===== src/rtl/hs_pkg.sv =====
package hs_pkg;
  typedef enum logic [3:0] {
    ST_IDLE,
    ST_R_STRB,
    ST_R_DATA,
    ST_R_ACK,
    ST_R_DROP,
    ST_W_SETUP,
    ST_W_STRB,
    ST_W_DROP,
    ST_W_ACK
  } hs_state_e;

  typedef struct packed {
    logic ack;
    logic strb;
    logic den;
  } hs_out_t;

  function automatic hs_out_t state_out(hs_state_e s);
    hs_out_t o;
    o = '0;
    case (s)
      ST_R_STRB:  o = '{ack: 1'b0, strb: 1'b1, den: 1'b0};
      ST_R_DATA:  o = '{ack: 1'b0, strb: 1'b1, den: 1'b1};
      ST_R_ACK:   o = '{ack: 1'b1, strb: 1'b1, den: 1'b1};
      ST_R_DROP:  o = '{ack: 1'b1, strb: 1'b1, den: 1'b0};
      ST_W_SETUP: o = '{ack: 1'b0, strb: 1'b0, den: 1'b1};
      ST_W_STRB:  o = '{ack: 1'b0, strb: 1'b1, den: 1'b1};
      ST_W_DROP:  o = '{ack: 1'b0, strb: 1'b1, den: 1'b0};
      ST_W_ACK:   o = '{ack: 1'b1, strb: 1'b1, den: 1'b0};
      default:    o = '0;
    endcase
    return o;
  endfunction
endpackage


===== src/rtl/hs_strobe_decode.sv =====
module hs_strobe_decode (
  input  logic rd_i,
  input  logic wr_i,
  input  logic dev_ack_i,
  output logic start_rd_o,
  output logic start_wr_o,
  output logic clash_o
);
  always_comb begin
    clash_o    = rd_i & wr_i;
    start_rd_o = rd_i & ~wr_i & ~dev_ack_i;
    start_wr_o = wr_i & ~rd_i & ~dev_ack_i;
  end
endmodule


===== src/rtl/hs_sequencer.sv =====
module hs_sequencer
  import hs_pkg::*;
(
  input  logic    clk,
  input  logic    rst,
  input  logic    start_rd_i,
  input  logic    start_wr_i,
  input  logic    rd_i,
  input  logic    wr_i,
  input  logic    dev_ack_i,
  output hs_out_t out_o
);
  hs_state_e state_q, state_d;

  always_comb begin
    state_d = state_q;
    case (state_q)
      ST_IDLE: begin
        if (start_rd_i)      state_d = ST_R_STRB;
        else if (start_wr_i) state_d = ST_W_SETUP;
      end
      ST_R_STRB:  if (dev_ack_i) state_d = ST_R_DATA;
      ST_R_DATA:  state_d = ST_R_ACK;
      ST_R_ACK:   if (!rd_i) state_d = ST_R_DROP;
      ST_R_DROP:  state_d = ST_IDLE;
      ST_W_SETUP: state_d = ST_W_STRB;
      ST_W_STRB:  if (dev_ack_i) state_d = ST_W_DROP;
      ST_W_DROP:  state_d = ST_W_ACK;
      ST_W_ACK:   if (!wr_i) state_d = ST_IDLE;
      default:    state_d = ST_IDLE;
    endcase
  end

  always_ff @(posedge clk) begin
    if (rst) begin
      state_q <= ST_IDLE;
      out_o   <= '0;
    end else begin
      state_q <= state_d;
      out_o   <= state_out(state_d);
    end
  end
endmodule


===== src/rtl/hs_slave_ctrl.sv =====
module hs_slave_ctrl
  import hs_pkg::*;
(
  input  logic clk,
  input  logic rst,
  input  logic rd_strobe_i,
  input  logic wr_strobe_i,
  input  logic dev_ack_i,
  output logic dev_strobe_o,
  output logic data_en_o,
  output logic bus_ack_o,
  output logic conflict_o
);
  logic    start_rd, start_wr, clash;
  hs_out_t outs;
  logic    conflict_q;

  hs_strobe_decode u_dec (
    .rd_i       (rd_strobe_i),
    .wr_i       (wr_strobe_i),
    .dev_ack_i  (dev_ack_i),
    .start_rd_o (start_rd),
    .start_wr_o (start_wr),
    .clash_o    (clash)
  );

  hs_sequencer u_seq (
    .clk        (clk),
    .rst        (rst),
    .start_rd_i (start_rd),
    .start_wr_i (start_wr),
    .rd_i       (rd_strobe_i),
    .wr_i       (wr_strobe_i),
    .dev_ack_i  (dev_ack_i),
    .out_o      (outs)
  );

  always_ff @(posedge clk) begin
    if (rst) conflict_q <= 1'b0;
    else     conflict_q <= clash;
  end

  assign dev_strobe_o = outs.strb;
  assign data_en_o    = outs.den;
  assign bus_ack_o    = outs.ack;
  assign conflict_o   = conflict_q;
endmodule


===== config.mk =====
export PLATFORM = sky130hd
export DESIGN_NAME = hs_slave_ctrl
export DESIGN_NICKNAME = d
export VERILOG_FILES = /design/src/rtl/hs_pkg.sv /design/src/rtl/hs_strobe_decode.sv /design/src/rtl/hs_sequencer.sv /design/src/rtl/hs_slave_ctrl.sv
export SDC_FILE = /design/constraint.sdc
export NUM_CORES = 1
export LEC_CHECK = 0
export BUFFER_PORTS_ARGS = -buffer_cell sky130_fd_sc_hd__buf_2
export CORE_AREA = 3 3 40 42
export CTS_BUF_LIST = sky130_fd_sc_hd__clkbuf_4
export CTS_CLUSTER_SIZE = 25
export DETAILED_ROUTE_END_ITERATION = 10
export DIE_AREA = 0 0 43 45
export PLACE_DENSITY = 0.74
export SLEW_MARGIN = 10
export SYNTH_ARGS = -nofsm -noshare
export SYNTH_HDL_FRONTEND = slang
export SYNTH_SLANG_ARGS = --single-unit

===== constraint.sdc =====
create_clock -name clk -period 2.5 [get_ports clk]
set_clock_uncertainty 0.05 [all_clocks]
set_input_delay 0.5 -clock clk [delete_from_list [all_inputs] [get_ports clk]]
set_output_delay 0.5 -clock clk [all_outputs]
set_load 0.005 [all_outputs]

### Yosys cells after proc, flatten, opt, wreduce, memory -nomap -nowiden

Memory sizes are Yosys's and may differ from the RTL's. A register that Yosys moved wholly into a read port is not among the register bits.
Index checks and enable logic that the tools add are counted.

| word-level totals | value |
|---|---|
| output and inout port bits | 4 |
| logic and storage cells | 26 |
| memories kept | 1 |
| input port bits | 5 |
| ROM bits | 48 |
| flip-flop bits (word level) | 5 |

| cells by class | value |
|---|---|
| reductions and logical operators | 1 |
| mux-type cells | 7 |
| bitwise gates (word level) | 8 |
| equal/unequal tests | 7 |

Memory list:

| name | words | width | rd ports | clocked after memory_dff | write ports | line | RTL |
|---|---|---|---|---|---|---|---|
| (name not given) | 16 | 3 | 1 | 1 | 0 | hs_pkg.sv:23 | `case (s)` |

Operator list:

| cell | count |
|---|---|
| $pmux W4 S8 | 1 |
| $mux W4 | 6 |
| $eq A4 B3 Y1 const B | 3 |
| $eq A4 B2 Y1 const B | 2 |
| $and A1 B1 Y1 | 5 |
| $eq A4 B1 Y1 const B | 1 |
| $eq A4 B4 Y1 const B | 1 |
| $logic_not A4 Y1 | 1 |
| $not A1 Y1 | 3 |

### Longest topological paths before layout

Gate-level depths: netlist of the first run.

| logic depth | value |
|---|---|
| word-level depth | 6 |
| gate-level depth with buffers | 8 |
| mapped depth without buffers | 7 |

### Hierarchy

A second synthesis of the first run with hierarchy kept.

| unflattened totals | value |
|---|---|
| cell total of the unflattened synthesis | 59 |
| area total of the unflattened synthesis | 523.0 um^2 |

By module, submodules not included:

| module | seq. area each (um^2) | area an instance (um^2) | times used | cells an instance |
|---|---|---|---|---|
| hs_sequencer | 140.1 | 466.7 | 1 | 54 |
| hs_slave_ctrl | 20.0 | 33.8 | 1 | 2 |
| hs_strobe_decode | 0.0 | 22.5 | 1 | 3 |

### Worst setup path after synthesis of the first run

OpenSTA, ideal clock, no wires.

| path | value |
|---|---|
| path kind | input -> register |
| start point | input rd_strobe_i |
| end point | register, netlist name u_seq.out_o[1] |
| path slack | 0.518 ns |
| path buffers | 0 |
| data arrival time | 1.859 ns |
| stages | 7 |
| library setup time | 0.073 ns |
| cell sequence | xor2_1 -> o21a_1 -> o221ai_1 -> inv_1 -> ha_1 -> or3_1 -> o211ai_2 |

| on the way | value |
|---|---|
| longest elaborated chain between the ends | 6 |
| elaborated cells between the ends (all ways) | 9 |
| classes of those cells | mux (4); bitwise (5) |

RTL lines:

| item | line | RTL |
|---|---|---|
| from (decl) | hs_slave_ctrl.sv:6 | `input logic rd_strobe_i,` |
| $not A1 Y1 | hs_strobe_decode.sv:12 | `start_wr_o = wr_i & ~rd_i & ~dev_ack_i;` |
| $and A1 B1 Y1 (2 in series) | hs_strobe_decode.sv:12 |  |
| $mux W4 | hs_sequencer.sv:20 | `else if (start_wr_i) state_d = ST_W_SETUP;` |
| $mux W4 | hs_sequencer.sv:19 | `if (start_rd_i) state_d = ST_R_STRB;` |
| $pmux W4 S8 (*) | hs_sequencer.sv:17 | `case (state_q)` |
| named net u_seq.state_d[0] | hs_sequencer.sv:13 | `hs_state_e state_q, state_d;` |

The timed path passes the listed nets; every way through them passes the cells marked *.
A chain may end at the register's enable or synchronous reset.

### Final worst setup path of the first run

| path | value |
|---|---|
| start point | register u_seq.state_q[1] |
| end point | register, netlist name u_seq.out_o[1] |

| on the way | value |
|---|---|
| longest elaborated chain between the ends | 3 |
| elaborated cells between the ends (all ways) | 15 |
| classes of those cells | eq/ne (7); mux (7); reduce/logical (1) |

RTL lines:

| item | line | RTL |
|---|---|---|
| from (decl) | hs_sequencer.sv:13 |  |
| from (signal assigned) | hs_sequencer.sv:39 | `state_q <= state_d;` |
| $mux W4 | hs_sequencer.sv:20 |  |
| $mux W4 | hs_sequencer.sv:19 |  |
| $pmux W4 S8 (*) | hs_sequencer.sv:17 |  |

Every way passes the cells marked *; elsewhere a longest branch is shown, timed or not.

==> run metrics, run 1 <==
final WL 984 um; clock buffer depth 2; Area Growth Syn to Fin 9.65%; GRT busiest layer met2; number of nets in the layout 79; crit-path leading delay family compound AO/OA/AOI/OAI gates; crit share post-route 0.835; Post-Place Setup Slack 228 ps; Post-DP HPWL 751 um; Final Worst Setup Slack 412 ps; max_cap viols 0; hold path start wr_strobe_i; Crit Path Category reg2reg; share of cells above drive strength 1 0.324; Core Region 0.00128 mm^2; Final ANT Viol Nets 0; sink of the worst hold path conflict_o; Post-synth ARST share 0; via count 446; Seq cells post-synth 8; Initial Utilization 0.444; reg2reg path depth 6; required time of the worst setup path 2630 ps; Reg2Reg Setup Slack 410 ps; Relative slew margins 0.569; RSZ-0062 raised after global routing no; number of global-route vias before repair 380; EDFF count, synth 0; reg2reg start u_seq.state_q[1]; Clk pin slew, worst setup/hold paths 50 ps; global-route wire length before repair 1.64 mm; Die Wd 43 um; met3 global-route usage 0.0359; Root Buffer clkbuf_4; Synth Flop Type dfxtp_1; Final Hold Fails 0; Worst-Margin Slew 640 ps; Initial DRC Count 4; Sink Count 8; height of the die 45 um; Crit. End Element register; dpl cell area 603 um^2; critical path's largest stage delay 570 ps; final setup violating endpoints 0; crit path time final 2090 ps; Worst path slowest cell dfxtp_1; met1 usage 0.140; WL/cell 11.9 um; Syn Area/Cell 9.67 um^2; Max IR drop VDD 0.000225 V; final instance area 626 um^2; Port Buffer Count 8; GRT overflow 0; die area 0.00194 mm^2; critical-path cell list nor2_1 -> o21ai_0 -> ha_1 -> or2b_2 -> nand2b_1 -> o211ai_2; sequential fraction of the synthesis area 0.281; Clock Latency Late Sink 250 ps; yosys warns 0; Hold Slack 446 ps; Leakage 0.000285 uW; crit-path max FO 10; cts hold-fix bufs 0; vias per cell 5.37; Hold Path Class in2reg; post-route setup TNS 0 ps; H-tree depth 1; Crit path buffers/inverters 0; Critical R2R Capture u_seq.out_o[1]; hold path depth 3; Post-route DRC 0; CTS tree built; largest net degree at the start of global routing 12; worst path arrival time 2220 ps; number of diodes 0; cells after synthesis 59; top-count cell post-synth dfxtp_1; Slew Viols, Final 0; Ports 9; first drt pass iteration count 2; Post-Synthesis Net Count 68; PostCTS Resize Cnt 0; row count 13; routability cong. 0.839; Synth top area share 0.281; initial antenna violation count 0; Core Util, Final 0.487; Post-CTS Setup Inserts 0; CTS Buf Count 3; CP Launch Type register; Cell Area, Synth 571 um^2; status finished, final reports clean; dominant cell type by area after synthesis dfxtp_1; Overall Global Routing Usage 0.118; met2 Usage GRT 0.177; PwrDens 527 mW/mm^2; Yosys cell types 30; top post-synthesis cells by count 8 x dfxtp_1, 6 x nor2_1, 5 x inv_1; Peak Freq 479 MHz; leading post-synthesis cells by cell area dfxtp_1 28%, ha_1 8.8%, buf_6 5.9%, o41ai_4 4.8%, nand2b_1 4.4%
## worst min-delay path, cell delays in order
cell,delay [ps]
buf_2,120
nand2_1,60
nor2_1,30
## worst max-delay path by stage
stage / slack [ps] / depth (start not counted) / from / endpoint
after floorplan: 520 / 7 / rd_strobe_i / u_seq.out_o[1]
after global placement: 280 / 8 / rd_strobe_i / u_seq.out_o[1]
after detailed placement: 230 / 8 / rd_strobe_i / u_seq.out_o[1]
after CTS: 410 / 6 / u_seq.state_q[1] / u_seq.out_o[1]
after global routing: 240 / 6 / u_seq.state_q[1] / u_seq.out_o[1]
final: 410 / 6 / u_seq.state_q[1] / u_seq.out_o[1]
## cells by family (layout without fill, tap and decap cells)
kind of cell	Yosys count	after routing	synth area share
compound gates	17	17	0.292
xor+xnor	1	1	0.0154
fa+ha+maj	4	4	0.0877
buf+inv	9	18	0.105
flops	8	8	0.281
mux	1	1	0.0175
simple gates	19	19	0.202
## final cells by class
class	instances	area, um^2
repair buffers	10	55.1
multi-input cells	42	350
well taps	15	18.8
fillers	128	659
inverters	5	18.8
flip-flops and latches	8	160
clock buffers	3	22.5
## state kept, by name (all words and copies together) (netlist names)
register,count
u_seq.out_o,3
conflict_o,1
u_seq.state_q,4
## layer usage
layer	share of wire	up-vias
met5	0	-
met4	0.030	0
met3	0.056	4
met2	0.44	11
met1	0.47	207
li1	-	224
## where the power goes
group | leakage (uW) | total [uW] | internal (uW) | switching, uW
sequential | 0.0000655 | 148 | 138 | 10.2
combinational | 0.000206 | 83.5 | 40.1 | 43.3
clock | 0.0000138 | 97.9 | 54.9 | 43.0
total | 0.000285 | 329 | 233 | 96.6
## metrics by stage
stage	power [uW]	cells
floorplan	215	59
global placement	233	80
detailed placement	235	80
CTS	332	83
global route	354	83
finish	329	83
## cell usage in the layout (no fill, tap or decap)
| master | Yosys | routed |
|---|---|---|
| a2111o_1 | 1 | 1 |
| a21boi_0 | 1 | 1 |
| a21oi_1 | 4 | 4 |
| a21oi_2 | 1 | 1 |
| a31oi_1 | 1 | 1 |
| a31oi_4 | 1 | 1 |
| a32oi_1 | 1 | 1 |
| buf_2 | 0 | 8 |
| buf_4 | 1 | 2 |
| clkbuf_4 | 0 | 3 |
| dfxtp_1 | 8 | 8 |
| ha_1 | 4 | 4 |
| inv_1 | 5 | 5 |
| mux2i_1 | 1 | 1 |
| nand2_1 | 2 | 2 |
| nand2b_1 | 4 | 4 |
| nand2b_2 | 1 | 1 |
| nand4b_1 | 1 | 1 |
| nor2_1 | 6 | 6 |
| nor2b_1 | 1 | 1 |
| nor3_2 | 1 | 1 |
| o211ai_2 | 1 | 1 |
| o21a_1 | 1 | 1 |
| o21ai_0 | 2 | 2 |
| o221ai_1 | 1 | 1 |
| o41ai_2 | 1 | 1 |
| o41ai_4 | 1 | 1 |
| or2b_2 | 1 | 1 |
| or3_1 | 1 | 1 |
| or3b_4 | 1 | 1 |
| xor2_1 | 1 | 1 |
(Power assumes the default switching activity.)
==> inputs of run 2 (changes only) <==
ABC_AREA = 1   (was unset)
clock period = 1.8 ns   (was 2.5 ns; I/O delays follow)
==> run 2 against run 1 <==
Against the previous run: synthesized area is 6.1% lower; register-to-register slack worse by 290 ps; setup slack worse by 290 ps; sequential cell count stayed put; critical endpoint is now u_seq.out_o[2]; non-clock buffer count is 2 higher; utilization is 1.9 points higher; combinational power is 120% higher.
==> run metrics, run 2 <==
Cell Area, Synth 536 um^2; number of global-route vias before repair 433; Leakage 0.000348 uW; Syn Area/Cell 6.95 um^2; Initial DRC Count 9; top-count cell post-synth nand2_1; Max IR drop VDD 0.000413 V; via count 484; worst path arrival time 1770 ps; EDFF count, synth 0; crit share post-route 0.933; number of diodes 0; Top reg by flops u_seq.state_q; top post-synthesis cells by count 12 x nand2_1, 11 x nor2_1, 9 x inv_1; Yosys cell types 19; Final Hold Fails 0; number of nets in the layout 103; Critical R2R Capture u_seq.out_o[2]; dpl cells 103; leading post-synthesis cells by cell area dfxtp_1 30%, ha_1 9.3%, nand2_1 8.4%, nor2_1 7.7%, inv_1 6.3%; Post-synth ARST share 0; Post-DP HPWL 831 um; hold path depth 2; most frequent cells in the layout 12 x nand2_1, 11 x nor2_1, 9 x inv_1; Relative slew margins 0.856; CP Launch Type register; global-route wire length before repair 1.68 mm; Slew Viols, Final 0; dominant cell type by area after synthesis dfxtp_1; reg2reg start u_seq.state_q[0]; height of the die 45 um; reg2reg path depth 12; share of cells above drive strength 1 0.413; max_cap viols 0; Die Wd 43 um; yosys warns 0; cts hold-fix bufs 0; largest net degree at the start of global routing 8; clock buffer depth 2; hold path start rst; PwrDens 815 mW/mm^2; Worst-Margin Slew 214 ps; Area Growth Syn to Fin 21.3%; final setup violating endpoints 0; Clock Latency Late Sink 250 ps; Core Region 0.00128 mm^2; CTS Buf Count 3; H-tree depth 1; final WL 1.01 mm; Peak Freq 595 MHz; Hold Slack 316 ps; Hold Path Class in2reg; Synth top area share 0.299; Root Buffer clkbuf_4; Overall Global Routing Usage 0.115; crit path time final 1680 ps; cells after synthesis 77; status finished, final reports clean; crit-path max FO 5; Final Instance Count excl. Fillers 107; Largest register FFs 4; Post-Synthesis Net Count 86; commonest non-fill, non-tap cell in the layout nand2_1; Core Util, Final 0.505; die area 0.00194 mm^2; Initial Utilization 0.417; Setup crit start u_seq.state_q[0]; Seq cells post-synth 8; sequential fraction of the synthesis area 0.299; first drt pass iteration count 4; Reg2Reg Setup Slack 120 ps; routability cong. 0.834; WL/cell 9.41 um; Ports 9; Final ANT Viol Nets 0; initial antenna violation count 0; Sink Count 8; row count 13; Crit Path Category reg2reg; required time of the worst setup path 1890 ps; sink of the worst hold path u_seq.state_q[2]; Synth Flop Type dfxtp_1; Port Buffer Count 8; post-route setup TNS 0 ps; Clk pin slew, worst setup/hold paths 50 ps; vias per cell 4.52; Crit. End Element register; CTS tree built; GRT overflow 0; Post-route DRC 0
-- run 2: cell types whose count changed after synthesis, sizes merged, moves of 2 or more --
cell	previous run	this run
buf	4	0
nand3	0	8
inv	5	16
nand2	2	17
a31oi	2	0
o41ai	2	0
nand2b	5	0
nor2	6	15
-- run 2: cell type report --
type	instances	area, um^2
multi-input combinational	53	315
sequential	8	163
clock buffer	3	22.5
timing repair buffer	12	70.1
tap	15	18.8
inverter	16	60.1
fill	122	636
-- run 2: repair_timing --
| item | 4_1_cts | 5_1_grt |
|---|---|---|
| resized for setup | 0 | 2 |
| buffers inserted | 0 | 1 |
| endpoints found under the hold margin | 0 | 0 |
| endpoints found under the setup margin | 0 | 1 |
-- run 2: logic make-up (layout without fill, tap and decap cells) --
kind of cell             count (synthesis)  after routing  synth area share
AO/OA/AOI/OAI                            7              7            0.0934
adder cells (fa/ha/maj)                  4              4            0.0935
buffers and inverters                   16             31             0.112
flip-flops                               8              8             0.299
AND/OR/NAND/NOR                         42             42             0.402
-- run 2: stage by stage --
step	total power, uW	worst slack (ps)	area [um^2]
after floorplan	343	229	536
after global placement	383	75.5	617
after detailed placement	389	36.0	617
after CTS	527	86.0	639
after global routing	573	-13.5	649
final	529	120	649
-- run 2: worst max path at each step --
stage | slack, ps | to | cells past startpoint
5_1_grt | -10 | u_seq.out_o[2] | 12
3_5_place_dp | 40 | u_seq.out_o[2] | 12
4_1_cts | 90 | u_seq.out_o[2] | 11
2_1_floorplan | 230 | u_seq.out_o[2] | 11
3_3_place_gp | 80 | u_seq.out_o[2] | 12
6_report | 120 | u_seq.out_o[2] | 12
-- run 2: power breakdown --
group	switching [uW]	leakage [uW]	internal (uW)	total, uW
clock	59.5	0.0000138	76.2	136
combinational	109	0.000268	78.8	187
sequential	9.53	0.0000663	197	206
total	178	0.000348	352	529
-- run 2: worst max-delay path: stages (launching register included) --
cell and delay [ps]:
dfxtp_1 320, inv_2 100, nor2_1 50, nand2_1 90, nor2_1 50, nor3_1 180, o21a_2 200, inv_1 70
ha_1 190, inv_1 50, nand3_1 80, nand3_1 90, a21oi_1 60
-- run 2: per-layer routing --
layer,up-vias,GRT usage,part of all wire
met1,206,0.136,0.48
li1,270,-,-
met4,0,0.0361,0.0079
met5,-,0,0
met2,6,0.201,0.49
met3,2,0.0359,0.024
==> inputs of run 3 (changes only) <==
PLACE_DENSITY = 0.71   (was 0.74)
SYNTH_HIERARCHICAL = 1   (was unset)
clock period = 2.1 ns   (was 1.8 ns; I/O delays follow)
==> run 3 against run 2 <==
Against the previous run: setup slack better by 240 ps; highest routed layer is now met3; wire length rose by 4.4%; critical endpoint is now u_seq/out_o[2]; largest cell class unchanged; critical path type unchanged; utilization shrank 2.4 points.
==> run metrics, run 3 <==
final setup violating endpoints 0; share of cells above drive strength 1 0.256; leading post-synthesis cells by cell area dfxtp_1 30%, nor2_1 9.8%, ha_1 9.3%, inv_1 9.1%, nand2_1 9.1%; Post-synth ARST share 0; number of diodes 0; CTS Buf Count 3; top post-synthesis cells by count 14 x nor2_1, 13 x inv_1, 13 x nand2_1; Syn Area/Cell 6.79 um^2; clock buffer depth 2; Initial Utilization 0.418; Worst path slowest cell dfxtp_1; Final Worst Setup Slack 359 ps; worst path arrival time 1880 ps; total power 431 uW; GRT overflow 0; Root Buffer clkbuf_4; commonest non-fill, non-tap cell in the layout nor2_1; dpl cells 102; yosys warns 6; Clk pin slew, worst setup/hold paths 50 ps; Initial DRC Count 11; PostCTS Resize Cnt 0; Crit. End Element register; routability cong. 0.816; Slew Viols, Final 0; Post-CTS Setup Inserts 0; Largest register FFs 4; Sink Count 8; crit share post-route 0.829; Core Region 0.00128 mm^2; Area Growth Syn to Fin 15.2%; Clock Latency Late Sink 250 ps; Synth Flop Type dfxtp_1; vias per cell 4.92; Top reg by flops u_seq/state_q; crit path time final 1740 ps; Seq pwr share 0.409; Crit Path Category reg2reg; filler cell count 141; Sw Share 0.332; EDFF count, synth 0; Cell Area, Synth 537 um^2; first drt pass iteration count 4; critical path's largest stage delay 430 ps; largest net degree at the start of global routing 9; via count 517; Worst-Margin Slew 295 ps; Post-route DRC 0; Leakage 0.000353 uW; number of global-route vias before repair 439; Internal 288 uW; Synth top area share 0.298; Die Wd 43 um; Post-Synthesis Net Count 88; sw power 143 uW; height of the die 45 um; Final ANT Viol Nets 0; CP Launch Type register; PwrDens 697 mW/mm^2; Ports 9; final instance area 618 um^2; RSZ-0062 raised after global routing no; max_cap viols 0; Post-DP HPWL 830 um; Seq cells post-synth 8; Overall Global Routing Usage 0.126; dpl cell area 596 um^2; WL/cell 10.0 um; clock power share 0.264; Final Instance Count excl. Fillers 105; CTS tree built; die area 0.00194 mm^2; final WL 1.05 mm; most frequent cells in the layout 14 x nor2_1, 13 x inv_1, 13 x nand2_1; sequential fraction of the synthesis area 0.298; initial antenna violation count 0; cells after synthesis 79; Peak Freq 574 MHz; post-route setup TNS 0 ps; global-route wire length before repair 1.79 mm; Relative slew margins 0.802; status finished, final reports clean; Final Hold Fails 0; cts hold-fix bufs 0; H-tree depth 1; logic gate share of total power 0.328; Yosys cell types 19; Port Buffer Count 8; Post-Place Setup Slack 222 ps; top-count cell post-synth nor2_1; crit-path max FO 4; row count 13; Max IR drop VDD 0.000423 V; required time of the worst setup path 2230 ps; number of nets in the layout 101; dominant cell type by area after synthesis dfxtp_1; critical-path cell list nor2_2 -> nand2_1 -> nor2_1 -> nor3_1 -> o21ai_1 -> inv_2 -> ha_1 -> inv_1 -> nand2_1 -> nand3_1 -> a21oi_1; Crit path top cell by count nand2_1; Hold Path Class in2reg
-- run 3: changes by cell type in the layout (fill, tap and decap cells not counted), sizes merged, moves of 2 or more --
cell,previous run,this run
nand2,17,13
nor2,15,18
buf,12,8
nand4,0,2
-- run 3: metal layers --
layer  track usage  up-vias  part of all wire
met5             0        -                 0
met4        0.0723        0                 0
met3        0.0478        0             0.052
met2         0.207       13              0.48
met1         0.140      236              0.47
li1              -      268                 -
-- run 3: power groups by stage --
stage | clock network [uW] | registers (uW) | logic, uW
5_1_grt | 124 | 177 | 165
6_report | 114 | 176 | 141
3_5_place_dp | 0 | 179 | 141
4_1_cts | 119 | 176 | 142
3_3_place_gp | 0 | 179 | 139
2_1_floorplan | 0 | 180 | 103
-- run 3: area by class of cell --
type	instances	area, um^2	share of cell area
multi-input combinational	55	317	0.512
sequential	8	160	0.259
inverter	16	60.1	0.0972
timing repair buffer	8	40.0	0.0648
clock buffer	3	22.5	0.0364
tap	15	18.8	0.0304
-- run 3: worst paths after layout --
check / from / endpoint / slack [ps] / cells after the start
hold reg to reg: u_seq/state_q[0] / u_seq/state_q[2] / 660 / 3
setup reg to reg: u_seq/state_q[3] / u_seq/out_o[2] / 360 / 11
setup / recovery: u_seq/state_q[3] / u_seq/out_o[2] / 360 / 11
hold / removal: rst / conflict_o / 370 / 2
-- run 3: critical path: cells and delay by family, from the launching register on --
family	cells	cell delay (ps)
buffers and inverters	2	150
adder cells (fa/ha/maj)	1	210
AO/OA/AOI/OAI	2	280
AND/OR/NAND/NOR	6	540
flip-flops	1	430
-- run 3: stage by stage --
step	utilization	hold WS, ps
2_1_floorplan	-	437
3_3_place_gp	0.463	614
3_5_place_dp	0.463	631
4_1_cts	0.481	365
5_1_grt	0.481	370
6_report	0.481	375
-- run 3: kinds of logic after synthesis --
group,count (synthesis),synth area share
simple gates,44,0.408
flops,8,0.298
fa+ha+maj,4,0.0932
compound gates,7,0.0886
buf+inv,16,0.112
